$ cat config.mk
export PLATFORM = sky130hd
export DESIGN_NAME = ckpt_regfile
export DESIGN_NICKNAME = d
export VERILOG_FILES = /design/src/rtl/ckpt_rf_pkg.sv /design/src/rtl/ckpt_rf_ctrl.sv /design/src/rtl/ckpt_rf_bank.sv /design/src/rtl/ckpt_rf_inv.sv /design/src/rtl/ckpt_regfile.sv
export SDC_FILE = /design/constraint.sdc
export NUM_CORES = 2
export LEC_CHECK = 0
export BUFFER_PORTS_ARGS = -buffer_cell sky130_fd_sc_hd__buf_2
export CAP_MARGIN = 15
export CORE_ASPECT_RATIO = 1.2
export CORE_MARGIN = 2
export CORE_UTILIZATION = 55
export CTS_CLUSTER_DIAMETER = 150
export DETAILED_ROUTE_END_ITERATION = 12
export PLACE_DENSITY = 0.71
export SLEW_MARGIN = 5
export SYNTH_ARGS = -nofsm -noshare
export SYNTH_HDL_FRONTEND = slang
export SYNTH_SLANG_ARGS = --single-unit
$ cat constraint.sdc
create_clock -name clk -period 5.5 [get_ports clk]
set_input_delay 0.275 -clock clk [delete_from_list [all_inputs] [get_ports clk]]
set_output_delay 0.275 -clock clk [all_outputs]
set_load 0.01 [all_outputs]
$ cat src/rtl/ckpt_rf_pkg.sv
package ckpt_rf_pkg;
    typedef enum logic [1:0] {
        RF_IDLE_ARCH = 2'd0,
        RF_SPEC      = 2'd1,
        RF_RESYNC    = 2'd2
    } rf_mode_e;
endpackage

$ cat src/rtl/ckpt_rf_ctrl.sv
module ckpt_rf_ctrl
    import ckpt_rf_pkg::*;
#(
    parameter int NREG            = 32,
    parameter int PARALLEL_RESYNC = 0,
    localparam int AW             = $clog2(NREG)
) (
    input  logic          clk,
    input  logic          rst_n,
    input  logic          enter_i,
    input  logic          exit_i,
    input  logic          wr_busy_i,
    output rf_mode_e      mode_o,
    output logic          copy_we_o,
    output logic [AW-1:0] copy_idx_o,
    output logic          copy_all_o,
    output logic          clr_inv_o
);
    localparam logic [AW-1:0] LAST_IDX = AW'(NREG - 1);

    rf_mode_e      state_q, state_d;
    logic [AW-1:0] idx_q, idx_d;

    // state register
    always_ff @(posedge clk) begin
        if (!rst_n) begin
            state_q <= RF_IDLE_ARCH;
            idx_q   <= '0;
        end else begin
            state_q <= state_d;
            idx_q   <= idx_d;
        end
    end

    // next state
    always_comb begin
        state_d = state_q;
        idx_d   = idx_q;
        unique case (state_q)
            RF_IDLE_ARCH: begin
                if (enter_i) state_d = RF_SPEC;          // go_spec
            end
            RF_SPEC: begin
                if (exit_i) begin                         // leave_spec
                    state_d = RF_RESYNC;
                    idx_d   = AW'(1);
                end
            end
            RF_RESYNC: begin
                if (PARALLEL_RESYNC != 0) begin
                    state_d = RF_IDLE_ARCH;               // copy_done
                end else if (!wr_busy_i) begin
                    if (idx_q == LAST_IDX) state_d = RF_IDLE_ARCH;
                    else                   idx_d   = AW'(idx_q + 1'b1);
                end
            end
            default: state_d = RF_IDLE_ARCH;
        endcase
    end

    // outputs
    always_comb begin
        mode_o     = state_q;
        copy_idx_o = idx_q;
        copy_we_o  = (state_q == RF_RESYNC) && (PARALLEL_RESYNC == 0) && !wr_busy_i;
        copy_all_o = (state_q == RF_RESYNC) && (PARALLEL_RESYNC != 0);
        clr_inv_o  = (state_q == RF_SPEC) && exit_i;
    end

    p_exit_to_resync_r9: assert property (@(posedge clk) disable iff (!rst_n)
        (state_q == RF_SPEC && exit_i) |=> state_q == RF_RESYNC);

    p_no_spec_from_resync_r11: assert property (@(posedge clk) disable iff (!rst_n)
        (state_q == RF_RESYNC) |=> state_q != RF_SPEC);

    p_spec_only_from_idle_r11: assert property (@(posedge clk) disable iff (!rst_n)
        (state_q != RF_SPEC) |=> (state_q == RF_SPEC) -> ($past(state_q) == RF_IDLE_ARCH));

    generate
        if (PARALLEL_RESYNC == 0) begin : g_seq_chk
            p_copy_stall_r9: assert property (@(posedge clk) disable iff (!rst_n)
                (state_q == RF_RESYNC && wr_busy_i) |=> (state_q == RF_RESYNC) && $stable(idx_q));
        end
    endgenerate
endmodule

$ cat src/rtl/ckpt_rf_bank.sv
module ckpt_rf_bank #(
    parameter int NREG  = 32,
    parameter int XLEN  = 32,
    localparam int AW   = $clog2(NREG)
) (
    input  logic                        clk,
    input  logic                        rst_n,
    input  logic                        we_i,
    input  logic [AW-1:0]               waddr_i,
    input  logic [XLEN-1:0]             wdata_i,
    input  logic                        copy_all_i,
    input  logic [NREG-1:1][XLEN-1:0]   copy_src_i,
    output logic [NREG-1:0][XLEN-1:0]   regs_o
);
    logic [XLEN-1:0] mem [1:NREG-1];

    assign regs_o[0] = '0;

    generate
        for (genvar g = 1; g < NREG; g++) begin : g_ent
            always_ff @(posedge clk) begin
                if (!rst_n)                            mem[g] <= '0;
                else if (we_i && waddr_i == AW'(g))    mem[g] <= wdata_i;
                else if (copy_all_i)                   mem[g] <= copy_src_i[g];
            end
            assign regs_o[g] = mem[g];
        end
    endgenerate
endmodule

$ cat src/rtl/ckpt_rf_inv.sv
module ckpt_rf_inv #(
    parameter int NREG = 32,
    localparam int AW  = $clog2(NREG)
) (
    input  logic            clk,
    input  logic            rst_n,
    input  logic            set_i,
    input  logic [AW-1:0]   idx_i,
    input  logic            val_i,
    input  logic            clr_i,
    output logic [NREG-1:0] inv_o
);
    logic [NREG-1:0] inv_q;

    always_ff @(posedge clk) begin
        if (!rst_n)                       inv_q <= '0;
        else if (clr_i)                   inv_q <= '0;
        else if (set_i && idx_i != '0)    inv_q[idx_i] <= val_i;
    end

    assign inv_o = inv_q;

    p_inv_clear_r9: assert property (@(posedge clk) disable iff (!rst_n)
        clr_i |=> inv_q == '0);

    p_inv_track_r6: assert property (@(posedge clk) disable iff (!rst_n)
        (set_i && !clr_i && idx_i != '0) |=> inv_q[$past(idx_i)] == $past(val_i));
endmodule

$ cat src/rtl/ckpt_regfile.sv
module ckpt_regfile
    import ckpt_rf_pkg::*;
#(
    parameter int NREG            = 32,
    parameter int XLEN            = 32,
    parameter int PARALLEL_RESYNC = 0,
    localparam int AW             = $clog2(NREG)
) (
    input  logic            clk,
    input  logic            rst_n,
    input  logic            enter_i,
    input  logic            exit_i,
    input  logic            we_i,
    input  logic [AW-1:0]   waddr_i,
    input  logic [XLEN-1:0] wdata_i,
    input  logic            src_inv_i,
    input  logic            ld_miss_i,
    input  logic [AW-1:0]   ra_addr_i,
    output logic [XLEN-1:0] ra_data_o,
    output logic            ra_inv_o,
    input  logic [AW-1:0]   rb_addr_i,
    output logic [XLEN-1:0] rb_data_o,
    output logic            rb_inv_o,
    output logic [1:0]      mode_o
);
    rf_mode_e      mode;
    logic          copy_we, copy_all, clr_inv;
    logic [AW-1:0] copy_idx;
    logic          in_spec, wr_nz, w_inv;
    logic          prim_we, back_we;
    logic [AW-1:0]   back_waddr;
    logic [XLEN-1:0] back_wdata;
    logic [NREG-1:0][XLEN-1:0] prim_regs, back_regs;
    logic [NREG-1:0] inv_vec;

    assign in_spec = (mode == RF_SPEC);
    assign wr_nz   = we_i && (waddr_i != '0);
    assign w_inv   = src_inv_i | ld_miss_i;

    // write routing: architectural writes hit both banks, speculative only backup
    assign prim_we    = wr_nz && !in_spec;
    assign back_we    = wr_nz || copy_we;
    assign back_waddr = wr_nz ? waddr_i : copy_idx;
    assign back_wdata = wr_nz ? wdata_i : prim_regs[copy_idx];

    ckpt_rf_ctrl #(.NREG(NREG), .PARALLEL_RESYNC(PARALLEL_RESYNC)) i_ctrl (
        .clk(clk), .rst_n(rst_n), .enter_i(enter_i), .exit_i(exit_i),
        .wr_busy_i(wr_nz), .mode_o(mode), .copy_we_o(copy_we),
        .copy_idx_o(copy_idx), .copy_all_o(copy_all), .clr_inv_o(clr_inv)
    );

    ckpt_rf_bank #(.NREG(NREG), .XLEN(XLEN)) i_prim (
        .clk(clk), .rst_n(rst_n), .we_i(prim_we), .waddr_i(waddr_i),
        .wdata_i(wdata_i), .copy_all_i(1'b0), .copy_src_i('0), .regs_o(prim_regs)
    );

    ckpt_rf_bank #(.NREG(NREG), .XLEN(XLEN)) i_back (
        .clk(clk), .rst_n(rst_n), .we_i(back_we), .waddr_i(back_waddr),
        .wdata_i(back_wdata), .copy_all_i(copy_all),
        .copy_src_i(prim_regs[NREG-1:1]), .regs_o(back_regs)
    );

    ckpt_rf_inv #(.NREG(NREG)) i_inv (
        .clk(clk), .rst_n(rst_n), .set_i(wr_nz && in_spec), .idx_i(waddr_i),
        .val_i(w_inv), .clr_i(clr_inv), .inv_o(inv_vec)
    );

    // read ports with same-cycle bypass
    logic [1:0][AW-1:0]   raddr;
    logic [1:0][XLEN-1:0] rdata;
    logic [1:0]           rinv;
    assign raddr = {rb_addr_i, ra_addr_i};

    generate
        for (genvar p = 0; p < 2; p++) begin : g_rd
            always_comb begin
                if (raddr[p] == '0) begin
                    rdata[p] = '0;
                    rinv[p]  = 1'b0;
                end else if (wr_nz && waddr_i == raddr[p]) begin
                    rdata[p] = wdata_i;
                    rinv[p]  = in_spec & w_inv;
                end else if (in_spec) begin
                    rdata[p] = back_regs[raddr[p]];
                    rinv[p]  = inv_vec[raddr[p]];
                end else begin
                    rdata[p] = prim_regs[raddr[p]];
                    rinv[p]  = 1'b0;
                end
            end
        end
    endgenerate

    assign ra_data_o = rdata[0];
    assign ra_inv_o  = rinv[0];
    assign rb_data_o = rdata[1];
    assign rb_inv_o  = rinv[1];
    assign mode_o    = mode;

    p_arch_valid_r3: assert property (@(posedge clk) disable iff (!rst_n)
        !in_spec |-> !ra_inv_o && !rb_inv_o);

    p_primary_frozen_r4: assert property (@(posedge clk) disable iff (!rst_n)
        in_spec |=> $stable(prim_regs));

    p_arch_write_r2: assert property (@(posedge clk) disable iff (!rst_n)
        (wr_nz && !in_spec) |=> prim_regs[$past(waddr_i)] == $past(wdata_i)
                                && back_regs[$past(waddr_i)] == $past(wdata_i));

    p_zero_reg_r7: assert property (@(posedge clk) disable iff (!rst_n)
        (ra_addr_i == '0) |-> (ra_data_o == '0) && !ra_inv_o);
endmodule

Word-level counts from Yosys, hierarchy flattened. Memory sizes are Yosys's and may differ from the RTL's. Cells that the tools add are included.

Output and inout bits: 68. Bits in writable memories: 1984. Register bits: 39. Input bits: 54. Memories kept: 2. Word-level logic and storage cells: 519.

Memory list: i_back.mem (depth 31, width 32, rd ports 31, clocked after memory_dff 0, write ports 31, line ckpt_rf_bank.sv:15) `logic [XLEN-1:0] mem [1:NREG-1];`; i_prim.mem (depth 31, width 32, rd ports 31, clocked after memory_dff 0, write ports 31, line ckpt_rf_bank.sv:15).

Equality and inequality tests: 72. Bitwise gates (word level): 65. Mux-type cells: 289. Order comparisons: 5. Reduce and logical (&&, ||, !) cells: 82. $add $sub $neg: 1.

Operators with widths (count): 32-bit 2-to-1 mux (74); 32-bit binary-select mux with 5-bit select (5); 1-bit 2-to-1 mux (196); 5-bit equality test, second input constant (33); 5-bit by 4-bit equality test with 1-bit output, second input constant (16); 1-bit logical AND (71); 1-bit bitwise OR (63); 5-bit by 3-bit equality test with 1-bit output, second input constant (8); 32-bit bitwise mux (1); 5-bit by 6-bit less-than comparator with 1-bit output, second input constant (4); 5-bit by 2-bit equality test with 1-bit output, second input constant (4); 5-bit 2-to-1 mux (4); 1-bit binary-select mux with 5-bit select (2); 5-bit by 1-bit equality test with 1-bit output, second input constant (2); 5-bit equality test (2); 5-bit logical NOT (2); 5-bit case mux with 2 select lines (1); 2-bit 2-to-1 mux (4); 2-bit != test, second input constant (4); 4-bit AND reduction (2); 2-bit case mux with 3 select lines (1); 5-bit by 1-bit adder with 5-bit output, second input constant (1); 1-bit demux with 5-bit select (1); 5-bit by 1-bit greater-or-equal comparator with 1-bit output, second input constant (1); 11 further kinds (12).

Logic depth before layout (Yosys ltp).
Word-level depth: 10. Depth in mapped cells: 13.

By module. Synthesis repeated with hierarchy kept, for this count alone.

Cell total of the unflattened synthesis: 9849. Area total of the unflattened synthesis: 132806.1 µm².

Modules (own cells, without submodules): ckpt_rf_bank (area an instance 44262.5 µm², instances 2, cells each 3009); ckpt_regfile (area an instance 42527.0 µm², instances 1, cells each 3640); ckpt_rf_inv (area an instance 1361.3 µm², instances 1, cells each 150); ckpt_rf_ctrl (area an instance 392.9 µm², instances 1, cells each 41).

Worst setup path after synthesis. Ideal clock, no wire load.

Kind: input port to flip-flop. Start: input waddr_i[3]. End: register i_back.mem[14][0] (netlist name). Arrival: 4013 ps. Data required time: 5034 ps. Cell stages on the path: 7. Buffers on the path: 2. Setup slack: 1021 ps. Setup time: 466 ps. Path through: buf_2 nor3_2 a21boi_1 buf_2 or3_1 a21boi_0 o21ai_0.

RTL lines: from (decl) (line ckpt_regfile.sv:14) `input logic [AW-1:0] waddr_i,`.

Worst setup path in the final report.
Start: register i_ctrl.state_q[1], in the netlist i_ctrl.mode_o[1]. End: output rb_data_o[30].

Word-level cells in the longest chain between the ends: 4.

RTL lines: from (decl) (line ckpt_rf_ctrl.sv:21) `rf_mode_e state_q, state_d;`; from (signal assigned) (line ckpt_rf_ctrl.sv:30) `state_q <= state_d;`; 2-bit by 1-bit equality test with 1-bit output (line ckpt_regfile.sv:36) `assign in_spec = (mode == RF_SPEC);`; 32-bit 2-to-1 mux (line ckpt_regfile.sv:83) `end else if (in_spec) begin`; 32-bit 2-to-1 mux (line ckpt_regfile.sv:80) `end else if (wr_nz && waddr_i == raddr[p]) begin`; 32-bit 2-to-1 mux (line ckpt_regfile.sv:77) `if (raddr[p] == '0) begin`; to (decl) (line ckpt_regfile.sv:22) `output logic [XLEN-1:0] rb_data_o,`.

Every way passes these cells.

==> impl_metrics.env <==
export IMPL_min_path_type="input pin to flop"
export IMPL_critPathRequiredTime_ns=5.22
export IMPL_fillers=15800
export IMPL_critical_path_max_stage_delay_ns=1.04
export IMPL_finalWorstSetupSlack_ns=0.470
export IMPL_area_growth_pct=9.71
export IMPL_powerDensity_nw_per_um2=295
export IMPL_cts_setup_buffers=0
export IMPL_drive_gt1_share_pct=25.7
export IMPL_htree_levels=4
export IMPL_mostFrequentLayoutCells="edfxtp_1 (1984), nor2_1 (1158), mux4_2 (855)"
export IMPL_synth_cell_area_um2=116000
export IMPL_synth_seq_cells=2023
export IMPL_cp_cell_sequence="nor2b_4, nand2b_1, or2_2, a2111oi_1, a211o_1, buf_2"
export IMPL_rr_worst_depth=7
export IMPL_synth_async_sr_flop_share_pct=0
export IMPL_nets=8623
export IMPL_detail_route_first_pass_iterations=9
export IMPL_status="finished clean"
export IMPL_wl_um=455000
export IMPL_finalSetupViolCount=0
export IMPL_grt_max_degree=96
export IMPL_synth_cell_types=70
export IMPL_cp_max_fo=11
export IMPL_crit_arrival_ns=4.75
export IMPL_multi_input_area_um2=52300
export IMPL_fin_crit_sh_pct=91.5
export IMPL_r2r_slack_ns=1.20
export IMPL_antenna_found_initial=34
export IMPL_p_leak_nw=45.2
export IMPL_setup_tns_ns=0
export IMPL_path_class="flop to primary output"
export IMPL_hp_start="rst_n"
export IMPL_dieArea_um2=215000
export IMPL_synth_top_flop_cell="edfxtp_1"
export IMPL_whs_ns=0.0448
export IMPL_r2r_start="i_ctrl.copy_idx_o[0]$_SDFFE_PN0P_"
export IMPL_clock_sinks=2023
export IMPL_syn_nets=8819
export IMPL_cts_tree="done"
export IMPL_cp_buffers_inverters=1
export IMPL_cp_slowest_cell="a2111oi_1"
export IMPL_clock_skew_ns=0.0491
export IMPL_ir_drop_uv=387
export IMPL_root_buffer="clkbuf_16"
export IMPL_avgRoutedWirePerCell_um=39.4
export IMPL_ys_seq_area_share_pct=52.0
export IMPL_grt_overflow_total=0
export IMPL_final_common_cell="edfxtp_1"
export IMPL_drc_errors=0
export IMPL_max_cap_violations=0
export IMPL_io_buffers=121
export IMPL_clk_path_buf_depth=3
export IMPL_reg2reg_to="i_back.mem[7][25]$_SDFFCE_PN0P_"
export IMPL_numCtsBuffers=200
export IMPL_place_ws_ns=1.14
export IMPL_whs_path_depth=2
export IMPL_synth_edf_count=1984
export IMPL_grt_usage_pct=41.7
export IMPL_finalCriticalPeriod_ns=5.03
export IMPL_rsz0062_at_grt="false"
export IMPL_crit_path_start_kind="flop"
export IMPL_grt_pass1_vias=85700
export IMPL_hold_end="i_inv.inv_o[0]$_SDFFE_PP0P_"
export IMPL_slew_viol_final=0
export IMPL_clk_pin_slew_worst_paths_ns=0.07
export IMPL_rows=184
export IMPL_vias=87700
export IMPL_dieWidth_um=424
export IMPL_syn_inst=8763
export IMPL_vias_per_cell=7.59
export IMPL_startpoint="i_ctrl.mode_o[1]$_SDFFE_PN0P_"
export IMPL_gp_congestion=1.01
export IMPL_finalHoldViolCount=0
export IMPL_ys_warn_count=0
export IMPL_initial_core_util_pct=55.4
export IMPL_max_freq_ghz=0.199
export IMPL_die_y_um=507
export IMPL_synth_avg_cell_area_um2=13.3
export IMPL_end_kind="primary output"
export IMPL_regArea_um2=60400
export IMPL_clock_latency_ns=0.90
export IMPL_worstMarginPinSlew_ns=1.31
export IMPL_dpl_hpwl_um=288000
export IMPL_slew_limit_headroom_pct=12.2
export IMPL_drt_iter0_drc=15500
export IMPL_antenna_left=0
export IMPL_pin_count=122
export IMPL_grt_first_pass_wirelength_um=633000
export IMPL_cp_top_family="simple AND/OR/NAND/NOR gates"
export IMPL_core_um2=210000
export IMPL_totalPowerFinal_mw=37.6
layer usage:
metal / global-route usage, % / wire (µm)
met5: 0 / 123
met2: 60.4 / 195000
met4: 36.7 / 50800
met1: 50.9 / 140000
met3: 12.4 / 69600
flip-flops by register name, indices dropped and copies added (netlist names):
name,count
i_back.mem,992
i_ctrl.mode_o,2
i_prim.mem,992
i_ctrl.copy_idx_o,5
i_inv.inv_o,32
cell usage after synthesis, types with 102 or more instances:
library cell / instances / area share (%)
o21ai_0: 202 / 0.87
mux4_2: 855 / 17
o22ai_1: 240 / 1.3
a21oi_1: 121 / 0.52
and2_1: 841 / 4.5
edfxtp_1: 1984 / 51
nand2_1: 138 / 0.45
buf_4: 102 / 0.66
clkbuf_1: 497 / 1.6
buf_2: 288 / 1.2
mux2i_1: 654 / 5.6
mux2_2: 305 / 3.0
nor2_1: 1194 / 3.9
nor3_1: 290 / 1.2
cells by family (layout without fill, tap and decap cells):
logic type | Yosys count | after routing | share of synthesized area [%]
other | 0 | 19 | 0
multiplexers | 1814 | 1814 | 25.2
XOR/XNOR | 12 | 12 | 0.0905
buffers and inverters | 1001 | 980 | 3.98
flip-flops | 2023 | 2023 | 52.0
adder cells (fa/ha/maj) | 2 | 2 | 0.0215
AO/OA/AOI/OAI | 1191 | 1191 | 7.36
AND/OR/NAND/NOR | 2720 | 2720 | 11.4
through the flow:
step / std cells / utilization (%) / instance area (µm²)
6_report: 11600 / 60.8 / 127000
5_1_grt: 11500 / 60.8 / 127000
4_1_cts: 11500 / 60.7 / 127000
3_5_place_dp: 11100 / 57.6 / 121000
3_3_place_gp: 11100 / 57.6 / 121000
2_1_floorplan: 8763 / - / 116000
final cells by class:
cell class | instances | share of cell area (%)
antenna | 19 | 0.0373
clock buffer | 239 | 4.12
clock inverter | 138 | 0.985
inverter | 22 | 0.0667
multi-input combinational | 5739 | 41.0
sequential | 2023 | 47.4
tap | 2790 | 2.74
timing repair buffer | 581 | 3.70
where the power goes:
group          switching [mW]  internal, mW  total (mW)
combinational            3.68          2.02        5.70
sequential              0.396          17.5        17.9
clock                    6.30          7.68        14.0
worst max path at each step:
stage / to / depth (start not counted)
floorplan: i_back.mem[14][0]$_SDFFCE_PN0P_ / 7
global placement: ra_data_o[23] / 9
detailed placement: ra_data_o[4] / 9
CTS: rb_data_o[30] / 6
global route: rb_data_o[30] / 6
finish: rb_data_o[30] / 6
what timing repair did:
| action | 4_1_cts | 5_1_grt |
|---|---|---|
| resized for setup | 0 | 0 |
| hold endpoints to repair | 11 | 0 |
| hold buffers | 2 | 0 |
Note: power is estimated with default switching activity, not from simulation.
